### config.mk
export PLATFORM = sky130hd
export DESIGN_NAME = pause_tx_seq
export DESIGN_NICKNAME = d
export VERILOG_FILES = /design/src/rtl/pause_tx_pkg.sv /design/src/rtl/pause_tx_ctrl.sv /design/src/rtl/pause_field_reg.sv /design/src/rtl/pause_byte_gen.sv /design/src/rtl/pause_tx_seq.sv
export SDC_FILE = /design/constraint.sdc
export NUM_CORES = 1
export LEC_CHECK = 0
export BUFFER_PORTS_ARGS = -buffer_cell sky130_fd_sc_hd__clkbuf_2
export CAP_MARGIN = 20
export CORE_MARGIN = 2
export CORE_UTILIZATION = 52
export CTS_BUF_LIST = sky130_fd_sc_hd__clkbuf_8
export DETAILED_ROUTE_END_ITERATION = 8
export PLACE_DENSITY = 0.77
export SYNTH_ARGS = -nofsm -noshare
export SYNTH_HDL_FRONTEND = slang
export SYNTH_SLANG_ARGS = --single-unit
### constraint.sdc
create_clock -name clk -period 2.2 [get_ports clk]
set_input_delay 0.11 -clock clk [delete_from_list [all_inputs] [get_ports clk]]
set_output_delay 0.11 -clock clk [all_outputs]
set_load 0.05 [all_outputs]
### src/rtl/pause_tx_pkg.sv
package pause_tx_pkg;
    typedef enum logic [1:0] {
        SQ_IDLE = 2'd0,
        SQ_STOP = 2'd1,
        SQ_SEND = 2'd2
    } seq_state_e;
endpackage

### src/rtl/pause_tx_ctrl.sv
module pause_tx_ctrl
    import pause_tx_pkg::*;
#(
    parameter int FRAME_LEN = 60,
    localparam int IDX_W = $clog2(FRAME_LEN)
) (
    input  logic             clk,
    input  logic             rst_n,
    input  logic             req_set,
    input  logic             fd_en,
    input  logic             dp_idle,
    input  logic             out_ready,
    output logic [IDX_W-1:0] idx,
    output logic             capture,
    output logic             sending,
    output logic             pending,
    output logic             irq
);
    localparam logic [IDX_W-1:0] LAST = IDX_W'(FRAME_LEN - 1);

    typedef struct packed {
        seq_state_e       st;
        logic [IDX_W-1:0] idx;
        logic             irq;
    } ctrl_t;

    ctrl_t ctl_d, ctl_q;

    always_comb begin
        ctl_d     = ctl_q;
        ctl_d.irq = 1'b0;
        capture   = 1'b0;
        case (ctl_q.st)
            SQ_IDLE: begin
                // requests with full duplex off are dropped here
                if (req_set && fd_en) begin
                    ctl_d.st = SQ_STOP;
                end
            end
            SQ_STOP: begin
                if (dp_idle) begin
                    ctl_d.st  = SQ_SEND;
                    ctl_d.idx = '0;
                    ctl_d.irq = 1'b1;
                    capture   = 1'b1;
                end
            end
            SQ_SEND: begin
                if (out_ready) begin
                    if (ctl_q.idx == LAST) begin
                        ctl_d.st  = SQ_IDLE;
                        ctl_d.idx = '0;
                    end else begin
                        ctl_d.idx = ctl_q.idx + 1'b1;
                    end
                end
            end
            default: ctl_d.st = SQ_IDLE;
        endcase
    end

    always_ff @(posedge clk or negedge rst_n) begin
        if (!rst_n) begin
            ctl_q <= '{st: SQ_IDLE, idx: '0, irq: 1'b0};
        end else begin
            ctl_q <= ctl_d;
        end
    end

    assign idx     = ctl_q.idx;
    assign sending = (ctl_q.st == SQ_SEND);
    assign pending = (ctl_q.st != SQ_IDLE);
    assign irq     = ctl_q.irq;
endmodule

### src/rtl/pause_field_reg.sv
module pause_field_reg #(
    parameter int ADDR_W = 48,
    parameter int DUR_W  = 16
) (
    input  logic              clk,
    input  logic              rst_n,
    input  logic              capture,
    input  logic [ADDR_W-1:0] src_in,
    input  logic [DUR_W-1:0]  dur_in,
    output logic [ADDR_W-1:0] src_out,
    output logic [DUR_W-1:0]  dur_out
);
    typedef struct packed {
        logic [ADDR_W-1:0] src;
        logic [DUR_W-1:0]  dur;
    } fld_t;

    fld_t fld_d, fld_q;

    always_comb begin
        fld_d = fld_q;
        if (capture) begin
            fld_d.src = src_in;
            fld_d.dur = dur_in;
        end
    end

    always_ff @(posedge clk or negedge rst_n) begin
        if (!rst_n) begin
            fld_q <= '0;
        end else begin
            fld_q <= fld_d;
        end
    end

    assign src_out = fld_q.src;
    assign dur_out = fld_q.dur;
endmodule

### src/rtl/pause_byte_gen.sv
module pause_byte_gen #(
    parameter int          FRAME_LEN = 60,
    parameter logic [47:0] DEST_ADDR = 48'h0180_C200_0001,
    parameter logic [15:0] CTRL_TYPE = 16'h8808,
    parameter logic [15:0] CTRL_OP   = 16'h0001,
    localparam int IDX_W = $clog2(FRAME_LEN)
) (
    input  logic [IDX_W-1:0] idx,
    input  logic [47:0]      src,
    input  logic [15:0]      dur,
    output logic [7:0]       data
);
    localparam int SRC_OFF = 6;
    localparam int HDR_OFF = 12;
    localparam int PAD_OFF = 18;

    logic [47:0]      hdr;
    logic [IDX_W+2:0] sh_da, sh_sa, sh_hd;
    logic [47:0]      da_s, sa_s, hd_s;

    assign hdr   = {CTRL_TYPE, CTRL_OP, dur};
    assign sh_da = {idx, 3'b000};
    assign sh_sa = {idx - IDX_W'(SRC_OFF), 3'b000};
    assign sh_hd = {idx - IDX_W'(HDR_OFF), 3'b000};
    assign da_s  = DEST_ADDR << sh_da;
    assign sa_s  = src << sh_sa;
    assign hd_s  = hdr << sh_hd;

    always_comb begin
        if (idx < IDX_W'(SRC_OFF)) begin
            data = da_s[47:40];
        end else if (idx < IDX_W'(HDR_OFF)) begin
            data = sa_s[47:40];
        end else if (idx < IDX_W'(PAD_OFF)) begin
            data = hd_s[47:40];
        end else begin
            data = 8'h00;
        end
    end
endmodule

### src/rtl/pause_tx_seq.sv
module pause_tx_seq #(
    parameter int FRAME_LEN = 60
) (
    input  logic        clk,
    input  logic        rst_n,
    input  logic        req_set,
    input  logic        fd_en,
    input  logic [47:0] src_mac,
    input  logic [15:0] pause_dur,
    input  logic        dp_idle,
    input  logic        out_ready,
    output logic        out_valid,
    output logic [7:0]  out_data,
    output logic        out_sop,
    output logic        out_eop,
    output logic        stop_req,
    output logic        req_busy,
    output logic        stop_done_irq
);
    localparam int IDX_W = $clog2(FRAME_LEN);
    localparam logic [IDX_W-1:0] LAST = IDX_W'(FRAME_LEN - 1);

    logic [IDX_W-1:0] idx;
    logic             capture, sending, pending;
    logic [47:0]      src_q;
    logic [15:0]      dur_q;

    pause_tx_ctrl #(.FRAME_LEN(FRAME_LEN)) u_ctrl (
        .clk(clk), .rst_n(rst_n), .req_set(req_set), .fd_en(fd_en),
        .dp_idle(dp_idle), .out_ready(out_ready), .idx(idx),
        .capture(capture), .sending(sending), .pending(pending),
        .irq(stop_done_irq)
    );

    pause_field_reg #(.ADDR_W(48), .DUR_W(16)) u_fields (
        .clk(clk), .rst_n(rst_n), .capture(capture),
        .src_in(src_mac), .dur_in(pause_dur),
        .src_out(src_q), .dur_out(dur_q)
    );

    pause_byte_gen #(.FRAME_LEN(FRAME_LEN)) u_bytes (
        .idx(idx), .src(src_q), .dur(dur_q), .data(out_data)
    );

    assign out_valid = sending;
    assign out_sop   = sending && (idx == '0);
    assign out_eop   = sending && (idx == LAST);
    assign stop_req  = pending;
    assign req_busy  = pending;
endmodule

==> results_dict.tcl <==
set metrics [dict create \
    grt_pass1_wl_um 17600 \
    setup_ws_ns -0.0988 \
    drive_gt1_frac 0.290 \
    initial_core_util 0.543 \
    die_h_um 89.0 \
    clk_pin_slew_ns 0.09 \
    dpl.hpwl_um 6240 \
    multi_input_area_um2 1950 \
    viasPerCell 5.48 \
    setup_viol 8 \
    synthSimpleGateAreaFrac 0.260 \
    cts_sinks 73 \
    synth_nets 500 \
    pwr_density_cell_nw_per_um2 788 \
    report.final.slew_viol_count 0 \
    clk_latency_ns 0.35 \
    overflow 0 \
    netlist_area_um2 3750 \
    clk_path_buf_depth 2 \
    fin_skew_ns 0.00959 \
    cp-end-kind "primary output" \
    synth_mux_area_frac 0.0967 \
    dp.cells 588 \
    ys_warn_count 0 \
    critPathArrivalTime_ns 2.19 \
    crit_required_ns 2.09 \
    wl_per_cell_um 16.9 \
    wl_um 11500 \
    drtIter0Drc 346 \
    synth.distinct_cells 48 \
    crit_slowest_cell "dfrtp_2" \
    synth-xor-area-share 0.00467 \
    crit_type "flip-flop to primary output" \
    finalNonFillerCells 682 \
    cts_inserted_buffers 9 \
    hold_path_class "primary input to flip-flop" \
    vias 3734 \
    dieArea_um2 7910 \
    relSlewSlack 0.404 \
    root_buffer "clkbuf_8" \
    cts_tree "built" \
    startpoint_type "flip-flop" \
    finalPower_uw 4410 \
    worstPathMaxFanout 6 \
    synth_compound_area_frac 0.0760 \
    status "finished, violations left" \
    synth_fa_ha_area_frac 0.0267 \
    drv_cap 0 \
    fillers 430 \
    rows 30 \
    r2r_start "u_ctrl.idx[2]" \
    num_io_pins 84 \
    insertedDiodeCount 0 \
    grt_pass1_vias 3631 \
    syn_area_per_cell_um2 8.89 \
    synth-edff-count 0 \
    worstRegToRegCells 9 \
    reg2reg_slack_ns 0.25 \
    rsz0062_at_grt "yes" \
    synth-main-ff-cell "dfrtp_1" \
    rr_endpoint "u_ctrl.idx[2]" \
    ir_drop_v 0.000449 \
    syn_to_final_growth_pct 49.2 \
    area.sequential_um2 1830 \
    max_freq_mhz 435 \
    postSynth.asyncResetShare 1.00 \
    die_w_um 89.0 \
    synth_area_leaders "dfrtp_1 (49%), nand2_1 (20%), mux4_1 (3.5%)" \
    antenna_found_initial 0 \
    hold_ws_ns 0.0350 \
    core_area_um2 6910 \
    syn_inst 422 \
    failed_checks "setup timing" \
    cp_cell_sequence "buf_12 > clkinvlp_4 > ha_4 > nand2_1 > nand4b_1 > a211o_2 > o221ai_2 > buf_8" \
    finalCritPeriodShare 1.04 \
    hold-path-cell-count 2 \
    first_pass_iters 5 \
    synth_top_family_by_area "simple AND/OR/NAND/NOR gates" \
    synth_top_area_share 0.487 \
    portBuffers 83 \
    synth-seq-cells 73 \
    yosys.area.top_type "dfrtp_1" \
    grt_usage 0.296 \
    htree_levels 3 \
    min_from "out_ready" \
    tightest_slew_ns 0.895 \
    grt_start_max_net_pins 74 \
    critical_path.max_stage_delay_ns 0.42 \
    period_needed_ns 2.30 \
    fin_nets 659 \
    leakagePower_uw 0.00290 \
    antenna_left 0 \
    finalHoldViolCount 0 \
    yosysSeqAreaShare 0.487 \
    hold_end "u_ctrl.ctl_q[8]" \
    drc 0 \
    gp_congestion 0.918 \
]
==> flip-flops by register name (all words and copies together) (netlist names) <==
name,count
u_fields.dur_out,16
u_ctrl.idx,6
u_ctrl.ctl_q,2
u_fields.src_out,48
u_ctrl.irq,1
==> worst max-delay path, delay by kind of cell, from the launching register on <==
family,cells,cell delay (ns)
compound gates,2,0.58
fa+ha+maj,1,0.19
buf+inv,3,0.46
flops,1,0.42
simple gates,2,0.19
==> layer usage <==
| layer | wire (um) | global-route usage |
|---|---|---|
| met5 | 0 | 0 |
| met4 | 398 | 0.102 |
| met3 | 676 | 0.0628 |
| met2 | 5870 | 0.507 |
| met1 | 4560 | 0.374 |
==> cell usage after synthesis, types with 2 or more instances <==
cell type  instances
nand2_1          203
dfrtp_1           73
nor2_1            15
mux2i_1           13
a21oi_1            9
buf_2              8
ha_1               8
inv_1              8
buf_6              6
clkbuf_1           5
mux2_2             5
mux4_1             5
nor3_1             5
o21ai_0            5
and2_1             4
buf_1              4
o221ai_1           4
nand4_1            3
o22ai_1            3
a21o_1             2
a22o_1             2
a22oi_1            2
buf_4              2
mux4_2             2
nand4b_1           2
or2_2              2
==> area by class of cell <==
type                    count  share of cell area
well taps                  96              0.0215
inverters                   8             0.00603
multi-input cells         316               0.349
flip-flops and latches     73               0.327
repair buffers            173               0.252
clock inverters             6              0.0206
clock buffers              10              0.0246
==> power by group <==
| part | internal [uW] | total [uW] | switching (uW) | leakage (uW) |
|---|---|---|---|---|
| logic | 810 | 1640 | 832 | 0.00177 |
| clock network | 788 | 1300 | 515 | 0.000123 |
| registers | 1390 | 1470 | 75.4 | 0.000998 |
| total | 2990 | 4410 | 1420 | 0.00289 |
==> layout by cell type, fill, tap and decap left out, drive strengths merged, types with 2 or more instances in the layout <==
cell type	netlist	final
a22o	2	2
clkbuf	5	86
or2	3	3
mux4	7	7
o22ai	3	3
o21ai	5	5
o211ai	2	2
nand4	3	3
clkinv	0	2
a21oi	10	10
nand4b	2	2
nor2	15	15
nor3	5	5
mux2i	13	13
a21o	2	2
dfrtp	73	73
bufinv	0	3
mux2	5	5
nand2b	2	2
o221ai	4	4
ha	8	8
a22oi	2	2
buf	20	32
inv	8	7
a211o	3	3
and2	5	5
dlygate4sd3	0	65
clkinvlp	0	2
nand2	203	203
==> cell families after synthesis <==
family,count (synthesis)
and+or+nand+nor,242
DFF,73
AOI/OAI and AO/OA,39
buffers and inverters,33
muxes,25
adders and majority gates,8
xor gates and xnor gates,2
==> stage by stage <==
stage / area, um^2 / setup TNS [ns] / worst slack (ns) / utilization
detailed placement: 4300 / -0.0210 / -0.0155 / 0.622
global placement: 4300 / 0 / 0.0486 / 0.622
finish: 5600 / -0.389 / -0.0988 / 0.811
floorplan: 3800 / 0 / 0.0466 / -
global route: 5600 / -0.760 / -0.133 / 0.811
CTS: 5460 / -0.292 / -0.0954 / 0.791
==> what timing repair did <==
item	4_1_cts	5_1_grt
gates cloned	0	1
gates resized for setup	36	28
buffers inserted	10	2
hold buffers	65	0
setup endpoints to repair	8	8
pin swaps	11	7
hold endpoints to repair	137	0
==> how the worst max path moves through the flow <==
stage | slack (ns) | endpoint | start | depth (start not counted)
floorplan | 0.05 | out_sop | u_ctrl.idx[0] | 6
global placement | 0.05 | out_data[6] | u_ctrl.idx[2] | 7
detailed placement | -0.02 | out_data[6] | u_ctrl.idx[2] | 7
CTS | -0.1 | out_data[0] | u_ctrl.idx[2] | 8
global route | -0.13 | out_data[7] | u_ctrl.idx[1] | 6
finish | -0.1 | out_data[0] | u_ctrl.idx[2] | 8
No activity file was read; power rests on OpenSTA's default activity.
